### src/rtl/irq_cmd_pkg.sv
package irq_cmd_pkg;
  parameter int DATA_W = 8;
  localparam int PRIO_W = $clog2(DATA_W);
  localparam int VEC_W  = DATA_W - 3;

  typedef enum logic [2:0] {
    SEQ_IDLE, SEQ_ICW2, SEQ_ICW3, SEQ_ICW4, SEQ_READY
  } seqState_e;

  typedef struct packed {
    logic [DATA_W-1:0] wrByte;
    logic icw1;
    logic icw2;
    logic icw3;
    logic icw4;
    logic ocw1;
    logic ocw2;
    logic ocw3;
    logic rdDone;
  } cmdStrobe_t;
endpackage

### src/rtl/irq_cmd_ctrl.sv
module irq_cmd_ctrl
  import irq_cmd_pkg::*;
#(
  parameter int SYNC_STAGES = 2
) (
  input  logic              clk,
  input  logic              rstN,
  input  logic              chipSelN,
  input  logic              addr0,
  input  logic              rdN,
  input  logic              wrN,
  input  logic [DATA_W-1:0] dataIn,
  output cmdStrobe_t        str,
  output logic              initDone,
  output logic              singleMode
);
  logic [SYNC_STAGES:0] wrSync, rdSync;
  logic                 wrRise, rdRise, wrValid;
  logic                 capSel, capA0, rdCapSel, rdCapA0;
  logic [DATA_W-1:0]    capData;
  logic                 ic4Q, singleQ;
  seqState_e            state, nextState;

  // strobe synchronizers and edge detect
  always_ff @(posedge clk or negedge rstN) begin
    if (!rstN) begin
      wrSync <= '1;
      rdSync <= '1;
    end else begin
      wrSync <= {wrSync[SYNC_STAGES-1:0], wrN};
      rdSync <= {rdSync[SYNC_STAGES-1:0], rdN};
    end
  end

  assign wrRise = wrSync[SYNC_STAGES-1] & ~wrSync[SYNC_STAGES];
  assign rdRise = rdSync[SYNC_STAGES-1] & ~rdSync[SYNC_STAGES];

  // capture bus while strobe held low
  always_ff @(posedge clk or negedge rstN) begin
    if (!rstN) begin
      capSel   <= 1'b0;
      capA0    <= 1'b0;
      capData  <= '0;
      rdCapSel <= 1'b0;
      rdCapA0  <= 1'b0;
    end else begin
      if (!wrN) begin
        capSel  <= !chipSelN;
        capA0   <= addr0;
        capData <= dataIn;
      end
      if (!rdN) begin
        rdCapSel <= !chipSelN;
        rdCapA0  <= addr0;
      end
    end
  end

  assign wrValid = wrRise & capSel;

  always_comb begin
    str        = '0;
    str.wrByte = capData;
    str.rdDone = rdRise & rdCapSel & !rdCapA0;
    nextState  = state;
    if (wrValid && !capA0 && capData[4]) begin
      str.icw1  = 1'b1;
      nextState = SEQ_ICW2;
    end else if (wrValid && capA0) begin
      case (state)
        SEQ_ICW2: begin
          str.icw2  = 1'b1;
          nextState = !singleQ ? SEQ_ICW3 : (ic4Q ? SEQ_ICW4 : SEQ_READY);
        end
        SEQ_ICW3: begin
          str.icw3  = 1'b1;
          nextState = ic4Q ? SEQ_ICW4 : SEQ_READY;
        end
        SEQ_ICW4: begin
          str.icw4  = 1'b1;
          nextState = SEQ_READY;
        end
        SEQ_READY: str.ocw1 = 1'b1;
        default: ;
      endcase
    end else if (wrValid && state == SEQ_READY) begin
      if (capData[3]) str.ocw3 = 1'b1;
      else            str.ocw2 = 1'b1;
    end
  end

  always_ff @(posedge clk or negedge rstN) begin
    if (!rstN) begin
      state   <= SEQ_IDLE;
      ic4Q    <= 1'b0;
      singleQ <= 1'b0;
    end else begin
      state <= nextState;
      if (str.icw1) begin
        ic4Q    <= capData[0];
        singleQ <= capData[1];
      end
    end
  end

  assign initDone   = (state == SEQ_READY);
  assign singleMode = singleQ;

  AST_ICW1_RESTART: assert property (@(posedge clk) disable iff (!rstN)
    str.icw1 |=> (state == SEQ_ICW2));
  AST_SINGLE_SKIP: assert property (@(posedge clk) disable iff (!rstN)
    (str.icw2 && singleQ) |=> (state != SEQ_ICW3));
  AST_ONE_ROUTE: assert property (@(posedge clk) disable iff (!rstN)
    $onehot0({str.icw1, str.icw2, str.icw3, str.icw4, str.ocw1, str.ocw2, str.ocw3}));
endmodule

### src/rtl/irq_cmd_regs.sv
module irq_cmd_regs
  import irq_cmd_pkg::*;
(
  input  logic              clk,
  input  logic              rstN,
  input  cmdStrobe_t        str,
  input  logic              chipSelN,
  input  logic              addr0,
  input  logic              rdN,
  input  logic [DATA_W-1:0] reqIn,
  input  logic [DATA_W-1:0] servIn,
  input  logic [DATA_W-1:0] pollLevel,
  output logic [DATA_W-1:0] dataOut,
  output logic              dataOe,
  output logic              levelTrig,
  output logic [DATA_W-1:0] maskReg,
  output logic [VEC_W-1:0]  vectorBase,
  output logic [DATA_W-1:0] cascadeCfg,
  output logic              cpu86Mode,
  output logic              autoEoi,
  output logic              bufferedMode,
  output logic              specialNested,
  output logic [PRIO_W-1:0] lowestPrio,
  output logic [DATA_W-1:0] prioCmd,
  output logic              prioCmdPulse,
  output logic              specialMask,
  output logic              pollActive
);
  localparam logic [PRIO_W-1:0] PRIO_LAST = PRIO_W'(DATA_W - 1);
  localparam logic [DATA_W-1:0] SLAVE_DEF = DATA_W'(DATA_W - 1);
  logic readIsr;

  always_ff @(posedge clk or negedge rstN) begin
    if (!rstN) begin
      levelTrig     <= 1'b0;
      maskReg       <= '0;
      vectorBase    <= '0;
      cascadeCfg    <= SLAVE_DEF;
      cpu86Mode     <= 1'b0;
      autoEoi       <= 1'b0;
      bufferedMode  <= 1'b0;
      specialNested <= 1'b0;
      lowestPrio    <= PRIO_LAST;
      prioCmd       <= '0;
      prioCmdPulse  <= 1'b0;
      specialMask   <= 1'b0;
      pollActive    <= 1'b0;
      readIsr       <= 1'b0;
    end else begin
      prioCmdPulse <= str.ocw2;
      if (str.rdDone) pollActive <= 1'b0;
      if (str.icw1) begin
        maskReg     <= '0;
        lowestPrio  <= PRIO_LAST;
        cascadeCfg  <= SLAVE_DEF;
        specialMask <= 1'b0;
        readIsr     <= 1'b0;
        pollActive  <= 1'b0;
        levelTrig   <= str.wrByte[3];
        if (!str.wrByte[0]) begin
          cpu86Mode     <= 1'b0;
          autoEoi       <= 1'b0;
          bufferedMode  <= 1'b0;
          specialNested <= 1'b0;
        end
      end
      if (str.icw2) vectorBase <= str.wrByte[DATA_W-1:3];
      if (str.icw3) cascadeCfg <= str.wrByte;
      if (str.icw4) begin
        cpu86Mode     <= str.wrByte[0];
        autoEoi       <= str.wrByte[1];
        bufferedMode  <= str.wrByte[3];
        specialNested <= str.wrByte[4];
      end
      if (str.ocw1) maskReg <= str.wrByte;
      if (str.ocw2) begin
        prioCmd <= str.wrByte;
        if (str.wrByte[7:5] == 3'b110) lowestPrio <= str.wrByte[PRIO_W-1:0];
      end
      if (str.ocw3) begin
        if (str.wrByte[1]) readIsr <= str.wrByte[0];
        if (str.wrByte[6]) specialMask <= str.wrByte[5];
        if (str.wrByte[2]) pollActive <= 1'b1;
      end
    end
  end

  always_comb begin
    dataOe  = !chipSelN && !rdN;
    dataOut = '0;
    if (dataOe) begin
      if (addr0)           dataOut = maskReg;
      else if (pollActive) dataOut = pollLevel;
      else if (readIsr)    dataOut = servIn;
      else                 dataOut = reqIn;
    end
  end

  AST_ICW1_DEFAULTS: assert property (@(posedge clk) disable iff (!rstN)
    str.icw1 |=> (maskReg == '0 && lowestPrio == PRIO_LAST && cascadeCfg == SLAVE_DEF
                  && !specialMask && !readIsr && !pollActive));
  AST_NO_IC4_CLEARS: assert property (@(posedge clk) disable iff (!rstN)
    (str.icw1 && !str.wrByte[0]) |=> !(cpu86Mode || autoEoi || bufferedMode || specialNested));
  AST_POLL_ONE_READ: assert property (@(posedge clk) disable iff (!rstN)
    (str.rdDone && !str.ocw3) |=> !pollActive);
  AST_MASK_HOLD: assert property (@(posedge clk) disable iff (!rstN)
    (!str.icw1 && !str.ocw1) |=> $stable(maskReg));
endmodule

### src/rtl/irq_cmd_seq.sv
module irq_cmd_seq
  import irq_cmd_pkg::*;
#(
  parameter int SYNC_STAGES = 2
) (
  input  logic              clk,
  input  logic              rstN,
  input  logic              chipSelN,
  input  logic              addr0,
  input  logic              rdN,
  input  logic              wrN,
  input  logic [DATA_W-1:0] dataIn,
  output logic [DATA_W-1:0] dataOut,
  output logic              dataOe,
  input  logic [DATA_W-1:0] reqIn,
  input  logic [DATA_W-1:0] servIn,
  input  logic [DATA_W-1:0] pollLevel,
  output logic              initDone,
  output logic              singleMode,
  output logic              levelTrig,
  output logic [DATA_W-1:0] maskReg,
  output logic [VEC_W-1:0]  vectorBase,
  output logic [DATA_W-1:0] cascadeCfg,
  output logic              cpu86Mode,
  output logic              autoEoi,
  output logic              bufferedMode,
  output logic              specialNested,
  output logic [PRIO_W-1:0] lowestPrio,
  output logic [DATA_W-1:0] prioCmd,
  output logic              prioCmdPulse,
  output logic              specialMask,
  output logic              pollActive
);
  cmdStrobe_t cmdStr;

  irq_cmd_ctrl #(.SYNC_STAGES(SYNC_STAGES)) i_ctrl (
    .clk(clk), .rstN(rstN), .chipSelN(chipSelN), .addr0(addr0), .rdN(rdN),
    .wrN(wrN), .dataIn(dataIn), .str(cmdStr), .initDone(initDone),
    .singleMode(singleMode)
  );

  irq_cmd_regs i_regs (
    .clk(clk), .rstN(rstN), .str(cmdStr), .chipSelN(chipSelN), .addr0(addr0),
    .rdN(rdN), .reqIn(reqIn), .servIn(servIn), .pollLevel(pollLevel),
    .dataOut(dataOut), .dataOe(dataOe), .levelTrig(levelTrig),
    .maskReg(maskReg), .vectorBase(vectorBase), .cascadeCfg(cascadeCfg),
    .cpu86Mode(cpu86Mode), .autoEoi(autoEoi), .bufferedMode(bufferedMode),
    .specialNested(specialNested), .lowestPrio(lowestPrio), .prioCmd(prioCmd),
    .prioCmdPulse(prioCmdPulse), .specialMask(specialMask), .pollActive(pollActive)
  );
endmodule

### config.mk
export PLATFORM = sky130hd
export DESIGN_NAME = irq_cmd_seq
export DESIGN_NICKNAME = d
export VERILOG_FILES = /design/src/rtl/irq_cmd_pkg.sv /design/src/rtl/irq_cmd_ctrl.sv /design/src/rtl/irq_cmd_regs.sv /design/src/rtl/irq_cmd_seq.sv
export SDC_FILE = /design/constraint.sdc
export NUM_CORES = 1
export LEC_CHECK = 0
export BUFFER_PORTS_ARGS = -buffer_cell sky130_fd_sc_hd__buf_2
export CORE_ASPECT_RATIO = 1.25
export CORE_MARGIN = 2
export CORE_UTILIZATION = 54
export DETAILED_ROUTE_END_ITERATION = 8
export MAX_ROUTING_LAYER = met4
export PLACE_DENSITY = 0.84
export SLEW_MARGIN = 20
export SYNTH_ARGS = -nofsm -noshare
export SYNTH_HDL_FRONTEND = slang
export SYNTH_SLANG_ARGS = --single-unit
### constraint.sdc
create_clock -name clk -period 3.4 [get_ports clk]
set_input_delay 0.51 -clock clk [delete_from_list [all_inputs] [get_ports clk]]
set_output_delay 0.51 -clock clk [all_outputs]
set_load 0.005 [all_outputs]
==> results.toml, run 1 <==
[run_status]
status = "complete, no violations"

[place]
portBuffers = 88
dp_cells = 371
routabilityCongestion = 0.818
dpl.hpwl_um = 4390

[routing]
drt_iter0_drc = 98
drc = 0
vias_per_cell = 5.58
drtPass1Iterations = 4
antenna_left = 0
wire_per_inst_um = 15.9
wl_met2_um = 2940
wl_met1_um = 2640
routed.top_layer = "met4"
vias = 2158
wirelength_um = 6160
wl_met3_um = 423

[clocking]
cts_tree = "built"
cts-root-buf = "clkbuf_8"
clk_latency_ps = 330
path_clk_slew_ps = 70
post_cts_buffers = 0
numCtsBuffers = 9
cts_resized = 0
postCtsHoldBufs = 0
clk_path_buf_depth = 2
cts_max_level = 3
clkSinkCount = 64

[die]
die_h_um = 84.7
die_area_um2 = 5800
coreArea_um2 = 5040
ioPinCount = 89
rows = 29
die_w_um = 68.5
start_util_pct = 55.7

[finish]
nets = 358
postLayoutCoreUtil_pct = 68.9
nFillCells = 376
final_cell_count_no_fill = 387
drive_above_1_share_pct = 47.1
antennaDiodeCount = 0
area_growth_pct = 23.6

[run]
cap_violations = 0

[yosys]
yosysWarnings = 0
synth_area_leader_cell = "dfrtp_1"
synth_cells = 233
synth_edf_count = 0
syn_area_um2 = 2810
ys_ff_latch = 64
synth.top_cells.by_area = "dfrtp_1 46%, dfstp_2 11%, mux2_2 10%, a22o_1 5.0%, a21oi_1 3.6%"
synthFlopType = "dfrtp_1"
ys_seq_area_share_pct = 57.5
synth.top_cell.area_share_pct = 46.3
synth.distinct_cells = 42
synth.net_count = 271
synthArstFlopShare_pct = 100
postSynthAreaPerCell_um2 = 12.1

[grt]
grt_pass1_wl_um = 9940
antenna_found_initial = 0
grt_overflow_total = 0
grt_usage_pct = 24.0
grt_pass1_vias = 2100
grt_max_degree = 46

[worst_hold_path]
hold_path.class = "in2async"

[setup_path]
worstSetupEndpointType = "output pin"
critical_path_class = "reg2out"
worstPathRequired_ps = 2890
cp_slowest_stage_delay_ps = 540
cp.arrival_ps = 1630
crit_chain = "mux2_2, o21ai_0, a21oi_1, buf_2"
path_delay_family = "flip-flops"
start_kind = "flop"
critPathBufInv = 1
cp_max_fo = 9
cpMaxStageDelayCell = "dfrtp_1"

[sta]
worstMarginPinSlew_ps = 679
slew_viol_final = 0
finalCritPeriodShare_pct = 62.9
max_freq_mhz = 467
grt_setup_unrepaired = "false"
clock_skew_ps = 5.02
hold_viol_final = 0
setup_viol = 0
layout_min_cycle_time_ps = 2140
hold_slack_ps = 109
setup_tns_ps = 0
relSlewSlack_pct = 54.7

[power_and_ir_drop]
peakVddDrop_mv = 0.392
p_leak_nw = 1.81
power_density_nw_per_um2 = 597
total_power_w = 0.00208
-- worst register-to-register path: stages (launching register included) --
cell and delay (ps):
dfstp_2 550, and3b_1 260, and3b_1 630, a21oi_1 240, a22o_1 230
-- area by class of cell --
cell class | count | area (um2) | share of cell area [%]
sequential | 64 | 1620 | 46.5
multi-input combinational | 139 | 1070 | 30.8
timing repair buffer | 89 | 448 | 12.9
clock buffer | 13 | 159 | 4.57
tap | 62 | 77.6 | 2.23
inverter | 17 | 63.8 | 1.84
clock inverter | 3 | 40.0 | 1.15
-- registers in the layout (all words and copies together) (netlist names), 3 cells and up --
name               cells
i_regs.maskReg         8
i_regs.lowestPrio      3
i_ctrl.rdSync          3
i_regs.vectorBase      5
i_ctrl.wrSync          3
i_regs.cascadeCfg      8
i_regs.prioCmd         8
i_ctrl.state           3
i_ctrl.capData         8
-- final timing paths --
kind / startpoint / depth (start not counted) / slack [ps] / to
worst max-delay path: i_regs.readIsr / 4 / 1260 / dataOut[7]
worst min-delay path: rstN / 1 / 110 / i_regs.prioCmd[4]
worst max register to register: i_ctrl.wrSync[1] / 4 / 1380 / i_regs.autoEoi
worst min register to register: i_ctrl.wrSync[0] / 0 / 360 / i_ctrl.wrSync[1]
max in group asynchronous: rstN / 2 / 2390 / i_ctrl.rdSync[2]
min in group clk: rdN / 1 / 310 / i_ctrl.rdSync[0]
-- metal layers --
| layer | up-vias | GRT usage (%) |
|---|---|---|
| li1 | 1005 | - |
| met1 | 1046 | 31.4 |
| met2 | 87 | 33.4 |
| met3 | 20 | 7.37 |
| met4 | 0 | 12.2 |
| met5 | - | - |
-- power breakdown --
part	internal (W)	switching, W	total, W
sequential	0.000908	0.000126	0.00103
clock	0.000377	0.000269	0.000646
combinational	0.000227	0.000169	0.000397
total	0.00151	0.000564	0.00208
-- synthesized netlist by cell type (3+ instances only) --
master,count
a21oi_1,20
nor2_1,9
mux2_2,26
buf_2,3
dfstp_2,12
inv_1,17
dfrtp_1,52
clkbuf_1,8
nand2_1,13
o21ai_0,12
a22o_1,16
mux2_4,5
-- cell usage in the layout, fill, tap and decap left out, types with 5 or more instances in the layout --
| cell type | synthesis | final |
|---|---|---|
| a21oi_1 | 20 | 20 |
| a22o_1 | 16 | 16 |
| buf_2 | 3 | 88 |
| clkbuf_8 | 0 | 11 |
| dfrtp_1 | 52 | 52 |
| dfstp_2 | 12 | 12 |
| inv_1 | 17 | 17 |
| mux2_2 | 26 | 26 |
| mux2_4 | 5 | 5 |
| nand2_1 | 13 | 13 |
| nor2_1 | 9 | 9 |
| o21ai_0 | 12 | 12 |
-- logic make-up (layout without fill, tap and decap cells) --
group	Yosys count	in the layout	synth area share [%]
buf+inv	30	122	4.41
flops	64	64	57.5
mux	32	32	13.4
simple gates	46	46	9.88
compound gates	61	61	14.7
-- metrics by stage --
stage	cell area [um2]	worst slack, ps
2_1_floorplan	2810	1630
3_5_place_dp	3280	1380
5_1_grt	3470	1070
6_report	3470	1260
4_1_cts	3470	1220
3_3_place_gp	3280	1470
No activity file was read; power rests on OpenSTA's default activity.
==> inputs of run 2 (changes only) <==
ABC_AREA = 1   (was unset)
CORE_UTILIZATION = 51   (was 54)
PLACE_DENSITY = 0.79   (was 0.84)
clock period = 2.1 ns   (was 3.4 ns; I/O delays follow)
==> run 2 against run 1 <==
  * Worst setup slack worse by 1100 ps
  * Core utilization is 2.7 points lower
  * Critical path depth is 1 higher
  * Critical endpoint is now dataOut[3]
  * Final cell count is 29% higher
==> results.toml, run 2 <==
[yosys]
synth.net_count = 376
synth.top_cell.area_share_pct = 44.5
synth_area_leader_cell = "dfrtp_1"
synth_cells = 338
synthArstFlopShare_pct = 100
syn_area_um2 = 2920
synth_common_cells = "74 x nand2_1, 52 x dfrtp_1, 42 x o21ai_0"
synth.distinct_cells = 22
ys_ff_latch = 64
yosysWarnings = 0
synth_edf_count = 0
ys_seq_area_share_pct = 55.3
synth.top_cells.by_area = "dfrtp_1 45%, dfstp_2 11%, nand2_1 9.5%, o21ai_0 7.2%, inv_1 5.1%"
synthFlopType = "dfrtp_1"
postSynthAreaPerCell_um2 = 8.64
synth_most_common_cell = "nand2_1"

[clocking]
path_clk_slew_ps = 60
numCtsBuffers = 9
cts_tree = "built"
clk_latency_ps = 330
cts_max_level = 3
clkSinkCount = 64
clk_path_buf_depth = 2
cts-root-buf = "clkbuf_8"
cts_resized = 0

[finish]
seq_area_um2 = 1620
postLayoutCoreUtil_pct = 66.2
mostFrequentLayoutCell = "buf_2"
nets = 468
area_growth_pct = 24.2
final_cell_count_no_fill = 498
nFillCells = 472
antennaDiodeCount = 0
layout.cells.most_common_list = "88 x buf_2, 74 x nand2_1, 52 x dfrtp_1"
multi_input_area_um2 = 1080
drive_above_1_share_pct = 32.3

[grt]
grt_max_degree = 34
grt_pass1_wl_um = 11100
grt_usage_pct = 23.6
grt_overflow_total = 0
grt_pass1_vias = 2488
antenna_found_initial = 0

[setup_path]
critical_path_class = "reg2out"
cp_max_fo = 18
worstSetupEndpointType = "output pin"
cp_slowest_stage_delay_ps = 660
cp.arrival_ps = 1620
start_kind = "flop"
worstPathRequired_ps = 1780
crit_chain = "nand2_1, o21ai_0, mux2i_1, a21oi_1, buf_2"
cpMaxStageDelayCell = "dfrtp_1"
path_delay_family = "flip-flops"
critPathBufInv = 1

[routing]
vias_per_cell = 5.04
routed.top_layer = "met4"
wl_met3_um = 491
wirelength_um = 6540
wl_met1_um = 2810
antenna_left = 0
drtPass1Iterations = 4
wl_met2_um = 3110
drc = 0
vias = 2512
wire_per_inst_um = 13.1
drt_iter0_drc = 91

[die]
die_w_um = 71.7
start_util_pct = 53.3
ioPinCount = 89
rows = 30
die_area_um2 = 6350
die_h_um = 88.6
coreArea_um2 = 5480

[sta]
clock_skew_ps = 4.78
finalCritPeriodShare_pct = 92.1
worstMarginPinSlew_ps = 520
layout_min_cycle_time_ps = 1930
setup_viol = 0
slew_viol_final = 0
setup_tns_ps = 0
grt_setup_unrepaired = "false"
relSlewSlack_pct = 65.3
hold_viol_final = 0
max_freq_mhz = 517

[place]
portBuffers = 88
routabilityCongestion = 0.796
dpl.hpwl_um = 4900
dp_cells = 482

[run_status]
status = "complete, no violations"

[worst_hold_path]
hold_path.class = "in2reg"

[power_and_ir_drop]
peakVddDrop_mv = 0.641
power_density_nw_per_um2 = 936
p_leak_nw = 1.91

[run]
cap_violations = 0
[run 2: cells by family (layout without fill, tap and decap cells)]
group | after synthesis | count (layout) | share of synthesized area (%)
and+or+nand+nor | 136 | 136 | 20.6
AOI/OAI and AO/OA | 75 | 75 | 13.7
DFF | 64 | 64 | 55.3
buffers and inverters | 55 | 151 | 7.54
muxes | 8 | 8 | 2.74
[run 2: path summary, 6_finish.rpt]
kind	depth (start not counted)	endpoint	slack (ps)	from
setup / recovery	5	dataOut[3]	170	i_regs.readIsr
hold / removal	1	i_ctrl.rdSync[0]	120	rdN
setup reg to reg	5	i_regs.prioCmd[3]	450	i_ctrl.wrSync[1]
hold reg to reg	0	i_ctrl.wrSync[1]	350	i_ctrl.wrSync[0]
max in group asynchronous	3	i_ctrl.rdSync[2]	1050	rstN
min in group asynchronous	2	i_regs.vectorBase[0]	420	rstN
[run 2: power by group]
part           leakage (nW)  internal [W]  total, W  switching (W)
clock network         0.103      0.000658   0.00110       0.000438
logic                  1.00      0.000290  0.000674       0.000384
registers             0.805       0.00147   0.00163       0.000156
[run 2: worst reg2reg max path, cell delays in order (launching register included)]
cell and delay, ps:
dfstp_2 540, nand3_1 160, nor2_2 230, nand3_2 340
inv_1 220, nor2_1 60
[run 2: final cells by class]
cell class | instances | share of cell area, %
flip-flops and latches | 64 | 44.5
multi-input cells | 219 | 29.9
repair buffers | 91 | 13.2
well taps | 64 | 2.21
clock inverters | 4 | 1.93
clock buffers | 11 | 3.62
inverters | 45 | 4.65
[run 2: routing by layer]
| layer | up-vias | GRT usage, % |
|---|---|---|
| met4 | 0 | 10.3 |
| met3 | 12 | 6.26 |
| met5 | - | - |
| li1 | 1270 | - |
| met2 | 105 | 39.3 |
| met1 | 1125 | 26.8 |
[run 2: timing repair]
item | CTS | global route
endpoints found under the hold margin | 8 | 0
buffers inserted | 0 | 0
hold buffers | 1 | 0
endpoints found under the setup margin | 0 | 0
[run 2: through the flow]
| stage | worst slack [ps] | area [um2] | power [W] | hold WS (ps) |
|---|---|---|---|---|
| 3_3_place_gp | 483 | 3420 | 0.00230 | 248 |
| 4_1_cts | 146 | 3630 | 0.00343 | 108 |
| 2_1_floorplan | 747 | 2920 | 0.00201 | 19.4 |
| 3_5_place_dp | 449 | 3420 | 0.00233 | 252 |
| 5_1_grt | 5.96 | 3630 | 0.00363 | 102 |
| 6_report | 166 | 3630 | 0.00340 | 122 |
